$ cat config.mk
export PLATFORM = sky130hd
export DESIGN_NAME = rx_err_status
export DESIGN_NICKNAME = d
export VERILOG_FILES = /design/src/rtl/rxs_pkg.sv /design/src/rtl/rxs_ctrl.sv /design/src/rtl/rxs_data.sv /design/src/rtl/rx_err_status.sv
export SDC_FILE = /design/constraint.sdc
export NUM_CORES = 1
export LEC_CHECK = 0
export BUFFER_PORTS_ARGS = -buffer_cell sky130_fd_sc_hd__buf_4
export CAP_MARGIN = 20
export CORE_ASPECT_RATIO = 0.7
export CORE_MARGIN = 1.5
export CORE_UTILIZATION = 50
export CTS_BUF_LIST = sky130_fd_sc_hd__clkbuf_2 sky130_fd_sc_hd__clkbuf_4 sky130_fd_sc_hd__clkbuf_8
export DETAILED_ROUTE_END_ITERATION = 8
export PLACE_DENSITY_LB_ADDON = 0.12
export SLEW_MARGIN = 10
export SYNTH_ARGS = -nofsm -noshare
export SYNTH_HDL_FRONTEND = slang
export SYNTH_SLANG_ARGS = --single-unit
$ cat constraint.sdc
create_clock -name clk -period 7.8 [get_ports clk]
set_clock_uncertainty 0.05 [all_clocks]
set_input_delay 1.56 -clock clk [delete_from_list [all_inputs] [get_ports clk]]
set_output_delay 1.56 -clock clk [all_outputs]
set_load 0.1 [all_outputs]
$ cat src/rtl/rxs_pkg.sv
package rxs_pkg;

  // Error tags carried with each received character
  typedef struct packed {
    logic brk;
    logic frm;
    logic par;
  } rxTags_t;

  // Strobes from control to datapath
  typedef struct packed {
    logic wrEn;     // store incoming character at wrIdx
    logic popEn;    // head character leaves
    logic clrHead;  // status read: wipe head tags
  } rxsStrobe_t;

endpackage

$ cat src/rtl/rxs_ctrl.sv
module rxs_ctrl
  import rxs_pkg::*;
#(
  parameter int DEPTH = 16,
  localparam int AW = (DEPTH > 1) ? $clog2(DEPTH) : 1,
  localparam int CW = $clog2(DEPTH + 1)
) (
  input  logic          clk,
  input  logic          rstN,
  input  logic          fifoMode,
  input  logic          rxPush,
  input  logic          rxPop,
  input  logic          lsrRead,
  output rxsStrobe_t    strb,
  output logic [AW-1:0] wrIdx,
  output logic [AW-1:0] rdIdx,
  output logic          dataReady,
  output logic          fifoFull,
  output logic          overrun
);

  logic [CW-1:0] count;
  logic [CW-1:0] capacity;
  logic          ovSet;

  function automatic logic [AW-1:0] nextPtr(input logic [AW-1:0] p);
    if (p == AW'(DEPTH - 1)) return '0;
    return p + AW'(1);
  endfunction

  assign capacity  = fifoMode ? CW'(DEPTH) : CW'(1);
  assign dataReady = (count != '0);
  assign fifoFull  = (count >= capacity);

  always_comb begin
    strb.popEn   = rxPop && dataReady;
    strb.wrEn    = rxPush && (!fifoFull || strb.popEn);
    strb.clrHead = lsrRead && dataReady && !strb.popEn;
    ovSet        = rxPush && !strb.wrEn;
  end

  always_ff @(posedge clk or negedge rstN) begin
    if (!rstN) begin
      wrIdx   <= '0;
      rdIdx   <= '0;
      count   <= '0;
      overrun <= 1'b0;
    end else begin
      if (strb.wrEn)  wrIdx <= nextPtr(wrIdx);
      if (strb.popEn) rdIdx <= nextPtr(rdIdx);
      count <= count + CW'(strb.wrEn) - CW'(strb.popEn);
      if (ovSet)        overrun <= 1'b1;
      else if (lsrRead) overrun <= 1'b0;
    end
  end

endmodule

$ cat src/rtl/rxs_data.sv
module rxs_data
  import rxs_pkg::*;
#(
  parameter int DEPTH  = 16,
  parameter int DATA_W = 8,
  localparam int AW = (DEPTH > 1) ? $clog2(DEPTH) : 1
) (
  input  logic              clk,
  input  logic              rstN,
  input  rxsStrobe_t        strb,
  input  logic [AW-1:0]     wrIdx,
  input  logic [AW-1:0]     rdIdx,
  input  logic [DATA_W-1:0] wrData,
  input  rxTags_t           wrTags,
  output logic [DATA_W-1:0] headData,
  output rxTags_t           headTags,
  output logic              anyErr
);

  logic [DATA_W-1:0] dataMem [DEPTH];
  rxTags_t           tagMem  [DEPTH];
  logic [DEPTH-1:0]  errMark;

  always_ff @(posedge clk or negedge rstN) begin
    if (!rstN) begin
      errMark <= '0;
      for (int i = 0; i < DEPTH; i++) begin
        dataMem[i] <= '0;
        tagMem[i]  <= '0;
      end
    end else begin
      for (int i = 0; i < DEPTH; i++) begin
        if (strb.popEn && rdIdx == AW'(i)) errMark[i] <= 1'b0;
        if (strb.clrHead && rdIdx == AW'(i)) begin
          tagMem[i]  <= '0;
          errMark[i] <= 1'b0;
        end
        // a write to the slot wins over a clear or pop on it
        if (strb.wrEn && wrIdx == AW'(i)) begin
          dataMem[i] <= wrData;
          tagMem[i]  <= wrTags;
          errMark[i] <= |wrTags;
        end
      end
    end
  end

  assign headData = dataMem[rdIdx];
  assign headTags = tagMem[rdIdx];
  assign anyErr   = |errMark;

endmodule

$ cat src/rtl/rx_err_status.sv
module rx_err_status
  import rxs_pkg::*;
#(
  parameter int DEPTH  = 16,
  parameter int DATA_W = 8,
  localparam int AW = (DEPTH > 1) ? $clog2(DEPTH) : 1
) (
  input  logic              clk,
  input  logic              rstN,
  input  logic              fifoMode,
  input  logic              rxPush,
  input  logic [DATA_W-1:0] rxData,
  input  logic [2:0]        rxTags,
  input  logic              rxPop,
  input  logic              lsrRead,
  input  logic              lsIntEn,
  input  logic              txHoldEmpty,
  input  logic              txShiftEmpty,
  output logic [DATA_W-1:0] rxDataOut,
  output logic [7:0]        lsr,
  output logic              lsIrq
);

  rxsStrobe_t        strb;
  logic [AW-1:0]     wrIdx, rdIdx;
  logic              dataReady, fifoFull, overrun, anyErr;
  logic [DATA_W-1:0] headData;
  rxTags_t           headTags, inTags;

  assign inTags = rxTags_t'(rxTags);

  rxs_ctrl #(.DEPTH(DEPTH)) ctrl_i (
    .clk(clk), .rstN(rstN), .fifoMode(fifoMode),
    .rxPush(rxPush), .rxPop(rxPop), .lsrRead(lsrRead),
    .strb(strb), .wrIdx(wrIdx), .rdIdx(rdIdx),
    .dataReady(dataReady), .fifoFull(fifoFull), .overrun(overrun)
  );

  rxs_data #(.DEPTH(DEPTH), .DATA_W(DATA_W)) data_i (
    .clk(clk), .rstN(rstN), .strb(strb),
    .wrIdx(wrIdx), .rdIdx(rdIdx),
    .wrData(rxData), .wrTags(inTags),
    .headData(headData), .headTags(headTags), .anyErr(anyErr)
  );

  always_comb begin
    lsr[0] = dataReady;
    lsr[1] = overrun;
    lsr[2] = dataReady & headTags.par;
    lsr[3] = dataReady & headTags.frm;
    lsr[4] = dataReady & headTags.brk;
    lsr[5] = txHoldEmpty;
    lsr[6] = txHoldEmpty & txShiftEmpty;
    lsr[7] = fifoMode & anyErr;
  end

  assign rxDataOut = dataReady ? headData : '0;
  assign lsIrq     = lsIntEn & (|lsr[4:1]);

endmodule

==> results of run 1 <==
==> layer usage <==
metal  GRT usage  part of all wire
met5           0                 0
met4      0.0508             0.014
met3      0.0556             0.060
met1       0.370              0.49
met2       0.338              0.44
==> through the flow <==
stage               cell area [µm²]  hold slack [ns]   util  cells
finish                        11600            0.441  0.560   1050
detailed placement            10800            0.426  0.522    989
floorplan                     10600            0.406      -    725
global route                  11600            0.454  0.560   1050
CTS                           11600            0.442  0.558   1049
global placement              10800            0.416  0.522    989
==> logic make-up (layout without fill, tap and decap cells) <==
| logic type | after synthesis | in the layout |
|---|---|---|
| and+or+nand+nor | 136 | 136 |
| muxes | 246 | 246 |
| DFF | 206 | 206 |
| AOI/OAI and AO/OA | 38 | 38 |
| adders and majority gates | 19 | 19 |
| xor gates and xnor gates | 6 | 6 |
| buffers and inverters | 74 | 123 |
==> cells in the mapped netlist (all sizes together) <==
cell,number,area share
a21oi,6,0.0028
a221oi,1,0.0014
a22o,5,0.0041
a41oi,3,0.0025
and2,11,0.0065
buf,31,0.029
clkbuf,23,0.0082
dfrtp,206,0.49
fa,1,0.0019
ha,18,0.021
inv,20,0.0071
mux2,130,0.16
mux2i,64,0.061
mux4,52,0.11
nand2,60,0.022
nand2b,3,0.0018
nand3,19,0.0090
nand3b,1,0.00071
nand4,16,0.027
nand4b,1,0.00083
nor2,13,0.0046
nor2b,4,0.0024
nor3,1,0.00047
nor3b,1,0.0012
nor4,4,0.0024
nor4b,1,0.0022
o21ai,20,0.0098
o22ai,1,0.00059
o2bb2ai,1,0.00083
o41ai,1,0.00083
or2,1,0.00059
xnor2,5,0.0041
xor2,1,0.00083
==> worst reg2reg max path, delay by kind of cell, from the launching register on <==
family	cells	cell delay [ns]
AO/OA/AOI/OAI	2	0.22
AND/OR/NAND/NOR	5	1.05
buffers and inverters	4	0.73
adder cells (fa/ha/maj)	4	1.00
flip-flops	1	0.40
XOR/XNOR	1	0.14
==> final timing paths <==
check | from | end | slack, ns | cells past startpoint
max reg2reg | ctrl_i.count[2] | ctrl_i.count[4] | 4.14 | 16
min | data_i.dataMem[44] | data_i.dataMem[44] | 0.44 | 1
min reg2reg | data_i.dataMem[44] | data_i.dataMem[44] | 0.44 | 1
max in group asynchronous | rstN | data_i.tagMem[20] | 5.21 | 3
min in group asynchronous | rstN | data_i.dataMem[87] | 1.15 | 1
max | ctrl_i.rdIdx[0] | rxDataOut[3] | 2.66 | 5
==> power breakdown <==
part           internal (W)  switching (W)  total (W)
Combinational       0.00108        0.00135    0.00243
Sequential          0.00156       0.000374    0.00193
Clock              0.000600       0.000433    0.00103
Total               0.00324        0.00216    0.00540
==> flip-flops by register name (all words and copies together) (netlist names) <==
name	count
data_i.errMark	16
ctrl_i.overrun	1
ctrl_i.rdIdx	4
ctrl_i.wrIdx	4
ctrl_i.count	5
data_i.dataMem	128
data_i.tagMem	48
==> layout make-up <==
class	count	area, µm²	area share
inverters	20	75.1	0.00646
well taps	276	345	0.0297
flip-flops and latches	206	5160	0.444
repair buffers	43	349	0.0300
clock inverters	4	45.0	0.00388
multi-input cells	445	4940	0.426
clock buffers	56	702	0.0604
==> results.py, run 1 <==
metrics = {
    "outcome": {
        "status": "finished clean",
    },
    "timing": {
        "setup_viol": 0,
        "maxSlewViolCount": 0,
        "post-route-worst-setup-slack_ns": 2.66,
        "rsz_0062_raised_after_global_routing": "no",
        "worst-slew-pin-transition_ns": 1.03,
        "hold_viol_final": 0,
        "min_period_ns": 5.14,
        "setup_tns_ns": 0,
        "achievable-frequency_ghz": 0.195,
        "final_min_period_over_clock_period": 0.659,
        "timing.slew.headroom": 0.311,
    },
    "cells_and_area": {
        "layout.filler_cells": 1641,
        "final_nets": 789,
        "layout_cell_share_with_drive_strength_beyond_1": 0.318,
        "syn_to_layout_area_delta_pct": 9.92,
        "most_common_library_cell_in_the_layout_ignoring_fill_and_taps": "sky130_fd_sc_hd__dfrtp_1",
        "mostFrequentLayoutCells": "204 x sky130_fd_sc_hd__dfrtp_1, 66 x sky130_fd_sc_hd__mux2_4, 64 x sky130_fd_sc_hd__mux2i_1",
        "antenna_cells_inserted": 0,
    },
    "pwr": {
        "power.density_cell_area_mw_per_mm2": 465,
        "total_power_w": 0.00540,
        "vdd.ir_drop.worst_mv": 0.386,
        "power.static_leakage_nw": 5.81,
    },
    "yosys": {
        "synth_compound_area_frac": 0.0230,
        "synth.mux.area_fraction": 0.335,
        "synth_xor_area_frac": 0.00497,
        "synthesis.yosys.warnings": 0,
        "mappedNetlistNets": 764,
        "synth.lib_cells_used.distinct": 44,
        "netlist_area_pre_place_mm2": 0.0106,
        "synthesis.area_per_instance_um2": 14.6,
        "synthSimpleGateAreaFrac": 0.0814,
        "yosysSeqAreaShare": 0.488,
        "combinational_family_with_the_most_area_after_synthesis": "multiplexers",
        "synth.ff_latch_count": 206,
        "synthAdderAreaFrac": 0.0232,
        "postSynthCellCount": 725,
    },
    "floorplanning": {
        "die_area_mm2": 0.0220,
        "dieWidth_um": 177,
        "core_area_mm2": 0.0208,
        "die-height_um": 125,
        "initial_core_util": 0.509,
        "boundaryPins": 37,
        "placementRows": 44,
    },
    "clock_network": {
        "postCtsResizedCells": 0,
        "ctsHoldBuffers": 0,
        "post_cts.repair.setup_buffers": 0,
        "clock_pin_slew_reported_for_the_worst_setup_and_hold_paths_after_clock_tree_synthesis_ns": 0.06,
        "htreeDepth": 2,
        "cts-root-to-sink-buffers": 3,
        "tritoncts": "done",
        "clock_latency_ns": 0.51,
        "cts.root.buffer_cell": "sky130_fd_sc_hd__clkbuf_8",
        "total_number_of_clock_tree_sinks": 206,
        "numCtsBuffers": 34,
    },
    "detailed_routing": {
        "wire_per_inst_um": 23.8,
        "postRouteAntennaNets": 0,
        "detail_route.vias_per_cell": 5.92,
        "via_count": 6220,
        "dr.first_iter.drc_count": 448,
        "detailedRoute.firstPassIterationCount": 5,
        "route.final.wire_length_um": 25000,
        "route.detailed.drc": 0,
    },
    "critical_path": {
        "cp_slowest_cell": "sky130_fd_sc_hd__dfrtp_2",
        "timing.setup.critical_path_class": "flop to output port",
        "critPathRequiredTime_ns": 6.19,
        "critPathArrivalTime_ns": 3.53,
        "max_stage_delay_ns": 0.97,
        "endpoint_kind": "output port",
        "cp_max_fo": 28,
        "path_delay_family": "multiplexers",
        "path_buf_inv": 2,
        "critical_path.cell_chain": "buf_4 -> mux4_1 -> mux4_2 -> and2_1 -> buf_4",
        "crit_top_cell": "sky130_fd_sc_hd__buf_4",
        "critical_path.startpoint_type": "flop",
    },
    "global_routing": {
        "grt_antenna_before_repair": 0,
        "globalRouteTotalUtil": 0.238,
        "grt_pass1_wl_um": 39400,
        "grt-ovfl-total": 0,
        "grt_pass1_vias": 6532,
        "maximum_number_of_pins_on_one_net_before_global_route_repair": 124,
    },
    "place": {
        "post-place-ws_ns": 3.12,
        "detailedPlacementHpwl_um": 15400,
        "gpl.final_weighted_congestion": 0.817,
        "port-buffer-count": 36,
    },
    "flow_run": {
        "timing.max_cap.violations": 0,
    },
    "min_path": {
        "holdCritPathClass": "flop to flop",
    },
}
No activity file was read; power rests on OpenSTA's default activity.
==> run 2, diff against run 1 <==
--- a/config.mk
+++ b/config.mk
@@ -5,6 +5,7 @@
 export SDC_FILE = /design/constraint.sdc
 export NUM_CORES = 1
 export LEC_CHECK = 0
+export ABC_AREA = 1
 export BUFFER_PORTS_ARGS = -buffer_cell sky130_fd_sc_hd__buf_4
 export CAP_MARGIN = 20
 export CORE_ASPECT_RATIO = 0.7
==> constraint.sdc (replaced) <==
create_clock -name clk -period 4.8 [get_ports clk]
set_clock_uncertainty 0.05 [all_clocks]
set_input_delay 0.96 -clock clk [delete_from_list [all_inputs] [get_ports clk]]
set_output_delay 0.96 -clock clk [all_outputs]
set_load 0.1 [all_outputs]
==> results.py, run 2 <==
metrics = {
    "critical_path": {
        "path_delay_family": "buffers and inverters",
        "critPathRequiredTime_ns": 3.79,
        "timing.setup.critical_path_class": "flop to output port",
        "rrSetupSlack_ns": 1.52,
        "endpoint_kind": "output port",
        "rr_worst_depth": 13,
        "cp_max_fo": 23,
        "critPathArrivalTime_ns": 3.15,
        "critical_path.startpoint_type": "flop",
        "path_buf_inv": 3,
        "max_stage_delay_ns": 0.72,
        "cp_slowest_cell": "sky130_fd_sc_hd__clkinv_1",
        "critical_path.cell_chain": "clkinv_1 -> buf_4 -> nand3_1 -> o21ai_0 -> nand2_1 -> nand2_1 -> o21ai_0 -> nand2_1 -> nor2_1 -> nor2_1 -> buf_4",
        "crit-reg2reg-launch": "ctrl_i.count[2]",
        "rr_endpoint": "ctrl_i.count[4]",
        "crit_top_cell": "sky130_fd_sc_hd__nand2_1",
    },
    "floorplanning": {
        "die-height_um": 124,
        "die_area_mm2": 0.0219,
        "boundaryPins": 37,
        "placementRows": 44,
        "core_area_mm2": 0.0206,
        "initial_core_util": 0.508,
        "dieWidth_um": 176,
    },
    "clock_network": {
        "numCtsBuffers": 36,
        "tritoncts": "done",
        "cts.root.buffer_cell": "sky130_fd_sc_hd__clkbuf_8",
        "ctsHoldBuffers": 0,
        "clock_latency_ns": 0.52,
        "htreeDepth": 2,
        "post_cts.repair.setup_buffers": 0,
        "cts-root-to-sink-buffers": 3,
        "total_number_of_clock_tree_sinks": 206,
        "postCtsResizedCells": 0,
        "clock_pin_slew_reported_for_the_worst_setup_and_hold_paths_after_clock_tree_synthesis_ns": 0.06,
    },
    "timing": {
        "worst-slew-pin-transition_ns": 1.01,
        "setup_viol": 0,
        "rsz_0062_raised_after_global_routing": "no",
        "final_min_period_over_clock_period": 0.866,
        "timing.slew.headroom": 0.329,
        "maxSlewViolCount": 0,
        "hold_viol_final": 0,
        "post-route-worst-setup-slack_ns": 0.642,
        "achievable-frequency_ghz": 0.241,
        "min_period_ns": 4.16,
        "setup_tns_ns": 0,
    },
    "place": {
        "port-buffer-count": 36,
        "placement.cell_area_mm2": 0.0107,
        "post-place-ws_ns": 1.27,
        "gpl.final_weighted_congestion": 0.886,
        "dpl.cell_count": 1507,
        "detailedPlacementHpwl_um": 18000,
    },
    "global_routing": {
        "grt_pass1_vias": 7838,
        "grt-ovfl-total": 0,
        "globalRouteTotalUtil": 0.274,
        "gr-usage-met2": 0.388,
        "maximum_number_of_pins_on_one_net_before_global_route_repair": 125,
        "grt_util_met3": 0.0604,
        "grt_pass1_wl_um": 45500,
        "grt_antenna_before_repair": 0,
        "grt_busiest_layer": "met1",
        "grt.met1_usage": 0.424,
    },
    "pwr": {
        "sw_frac_of_total": 0.478,
        "switching_power_summed_over_all_nets_w": 0.00430,
        "clock_power_share": 0.185,
        "power.static_leakage_nw": 5.56,
        "sequentialPowerShare": 0.325,
        "power.density_cell_area_mw_per_mm2": 785,
        "p_int_w": 0.00470,
        "power.combinational.fraction": 0.489,
        "vdd.ir_drop.worst_mv": 0.754,
    },
    "yosys": {
        "combinational_family_with_the_most_area_after_synthesis": "simple AND/OR/NAND/NOR gates",
        "yosys-top-cells-area": "sky130_fd_sc_hd__dfrtp_1 49%, sky130_fd_sc_hd__nand2_1 11%, sky130_fd_sc_hd__o21ai_0 9.6%",
        "synth.mux.area_fraction": 0,
        "synth_xor_area_frac": 0.00501,
        "netlist_area_pre_place_mm2": 0.0105,
        "synthSimpleGateAreaFrac": 0.228,
        "synthesis.area_per_instance_um2": 8.30,
        "synthDominantAreaCellType": "sky130_fd_sc_hd__dfrtp_1",
        "yosysSeqAreaShare": 0.491,
        "edff_count_synth": 0,
        "synthAdderAreaFrac": 0.0234,
        "netlist.area_leader.share": 0.491,
        "synth_compound_area_frac": 0.171,
        "synthFlopType": "sky130_fd_sc_hd__dfrtp_1",
        "synth.ff_latch_count": 206,
        "most_frequent_cells_after_synthesis": "320 x sky130_fd_sc_hd__nand2_1, 206 x sky130_fd_sc_hd__dfrtp_1, 202 x sky130_fd_sc_hd__o21ai_0",
        "async_flop_share": 1.00,
        "synthMostInstantiatedCell": "sky130_fd_sc_hd__nand2_1",
        "synth.lib_cells_used.distinct": 38,
        "postSynthCellCount": 1264,
        "synthesis.yosys.warnings": 0,
        "mappedNetlistNets": 1303,
    },
    "cells_and_area": {
        "antenna_cells_inserted": 0,
        "finish.cell_count_without_fillers": 1569,
        "reg.largest.list": "data_i.dataMem x128, data_i.tagMem x48, data_i.errMark x16",
        "syn_to_layout_area_delta_pct": 9.31,
        "most_common_library_cell_in_the_layout_ignoring_fill_and_taps": "sky130_fd_sc_hd__nand2_1",
        "registers.top_by_ff_count": "data_i.dataMem",
        "layout.cell_area.non_filler_mm2": 0.0115,
        "largest_reg_flops": 128,
        "layout_cell_share_with_drive_strength_beyond_1": 0.145,
        "final_nets": 1308,
        "mostFrequentLayoutCells": "320 x sky130_fd_sc_hd__nand2_1, 204 x sky130_fd_sc_hd__dfrtp_1, 202 x sky130_fd_sc_hd__o21ai_0",
    },
    "detailed_routing": {
        "route.final.wire_length_um": 29200,
        "dr.first_iter.drc_count": 835,
        "via_count": 8719,
        "postRouteAntennaNets": 0,
        "detail_route.vias_per_cell": 5.56,
        "route.detailed.drc": 0,
        "wire_per_inst_um": 18.6,
        "detailedRoute.firstPassIterationCount": 5,
    },
    "flow_run": {
        "timing.max_cap.violations": 0,
    },
    "min_path": {
        "holdCritPathClass": "input port to async pin",
    },
    "outcome": {
        "status": "finished clean",
    },
}
run 2: final cells by class:
| cell class | count | area [µm²] |
|---|---|---|
| fill | 1982 | 9180 |
| sequential | 206 | 5160 |
| multi-input combinational | 879 | 4480 |
| clock buffer | 60 | 719 |
| inverter | 100 | 380 |
| timing repair buffer | 46 | 377 |
| tap | 276 | 345 |
| clock inverter | 2 | 10.0 |
run 2: per-stage QoR:
step / power, W / hold WS [ns] / utilization
2_1_floorplan: 0.00626 / 0.398 / -
3_3_place_gp: 0.00725 / 0.411 / 0.520
3_5_place_dp: 0.00730 / 0.412 / 0.520
4_1_cts: 0.00899 / 0.257 / 0.556
5_1_grt: 0.00963 / 0.263 / 0.556
6_report: 0.00900 / 0.267 / 0.556
run 2: cell families (layout without fill, tap and decap cells):
group	Yosys count	in the layout
adder cells (fa/ha/maj)	19	19
AND/OR/NAND/NOR	549	549
flip-flops	206	206
XOR/XNOR	6	6
AO/OA/AOI/OAI	305	305
buffers and inverters	179	208
run 2: worst max-delay path by stage:
| stage | start | slack (ns) | end | depth (start not counted) |
|---|---|---|---|---|
| floorplan | ctrl_i.rdIdx[0] | 0.85 | rxDataOut[4] | 7 |
| global placement | ctrl_i.rdIdx[1] | 1.37 | lsIrq | 11 |
| detailed placement | ctrl_i.rdIdx[1] | 1.27 | lsIrq | 11 |
| CTS | ctrl_i.rdIdx[1] | 0.72 | lsIrq | 11 |
| global route | ctrl_i.rdIdx[1] | 0.41 | lsIrq | 11 |
| finish | ctrl_i.rdIdx[1] | 0.64 | lsIrq | 11 |
run 2: power groups by stage:
stage | sequential, W | clock, W | combinational [W]
floorplan | 0.00281 | 0 | 0.00344
global placement | 0.00292 | 0 | 0.00432
detailed placement | 0.00293 | 0 | 0.00437
CTS | 0.00292 | 0.00169 | 0.00438
global route | 0.00302 | 0.00177 | 0.00484
finish | 0.00293 | 0.00167 | 0.00441
run 2: routing by layer:
| metal | share of wire | vias to the layer above |
|---|---|---|
| met2 | 0.41 | 336 |
| li1 | - | 4167 |
| met4 | 0.013 | 0 |
| met5 | 0 | - |
| met1 | 0.49 | 4182 |
| met3 | 0.087 | 34 |
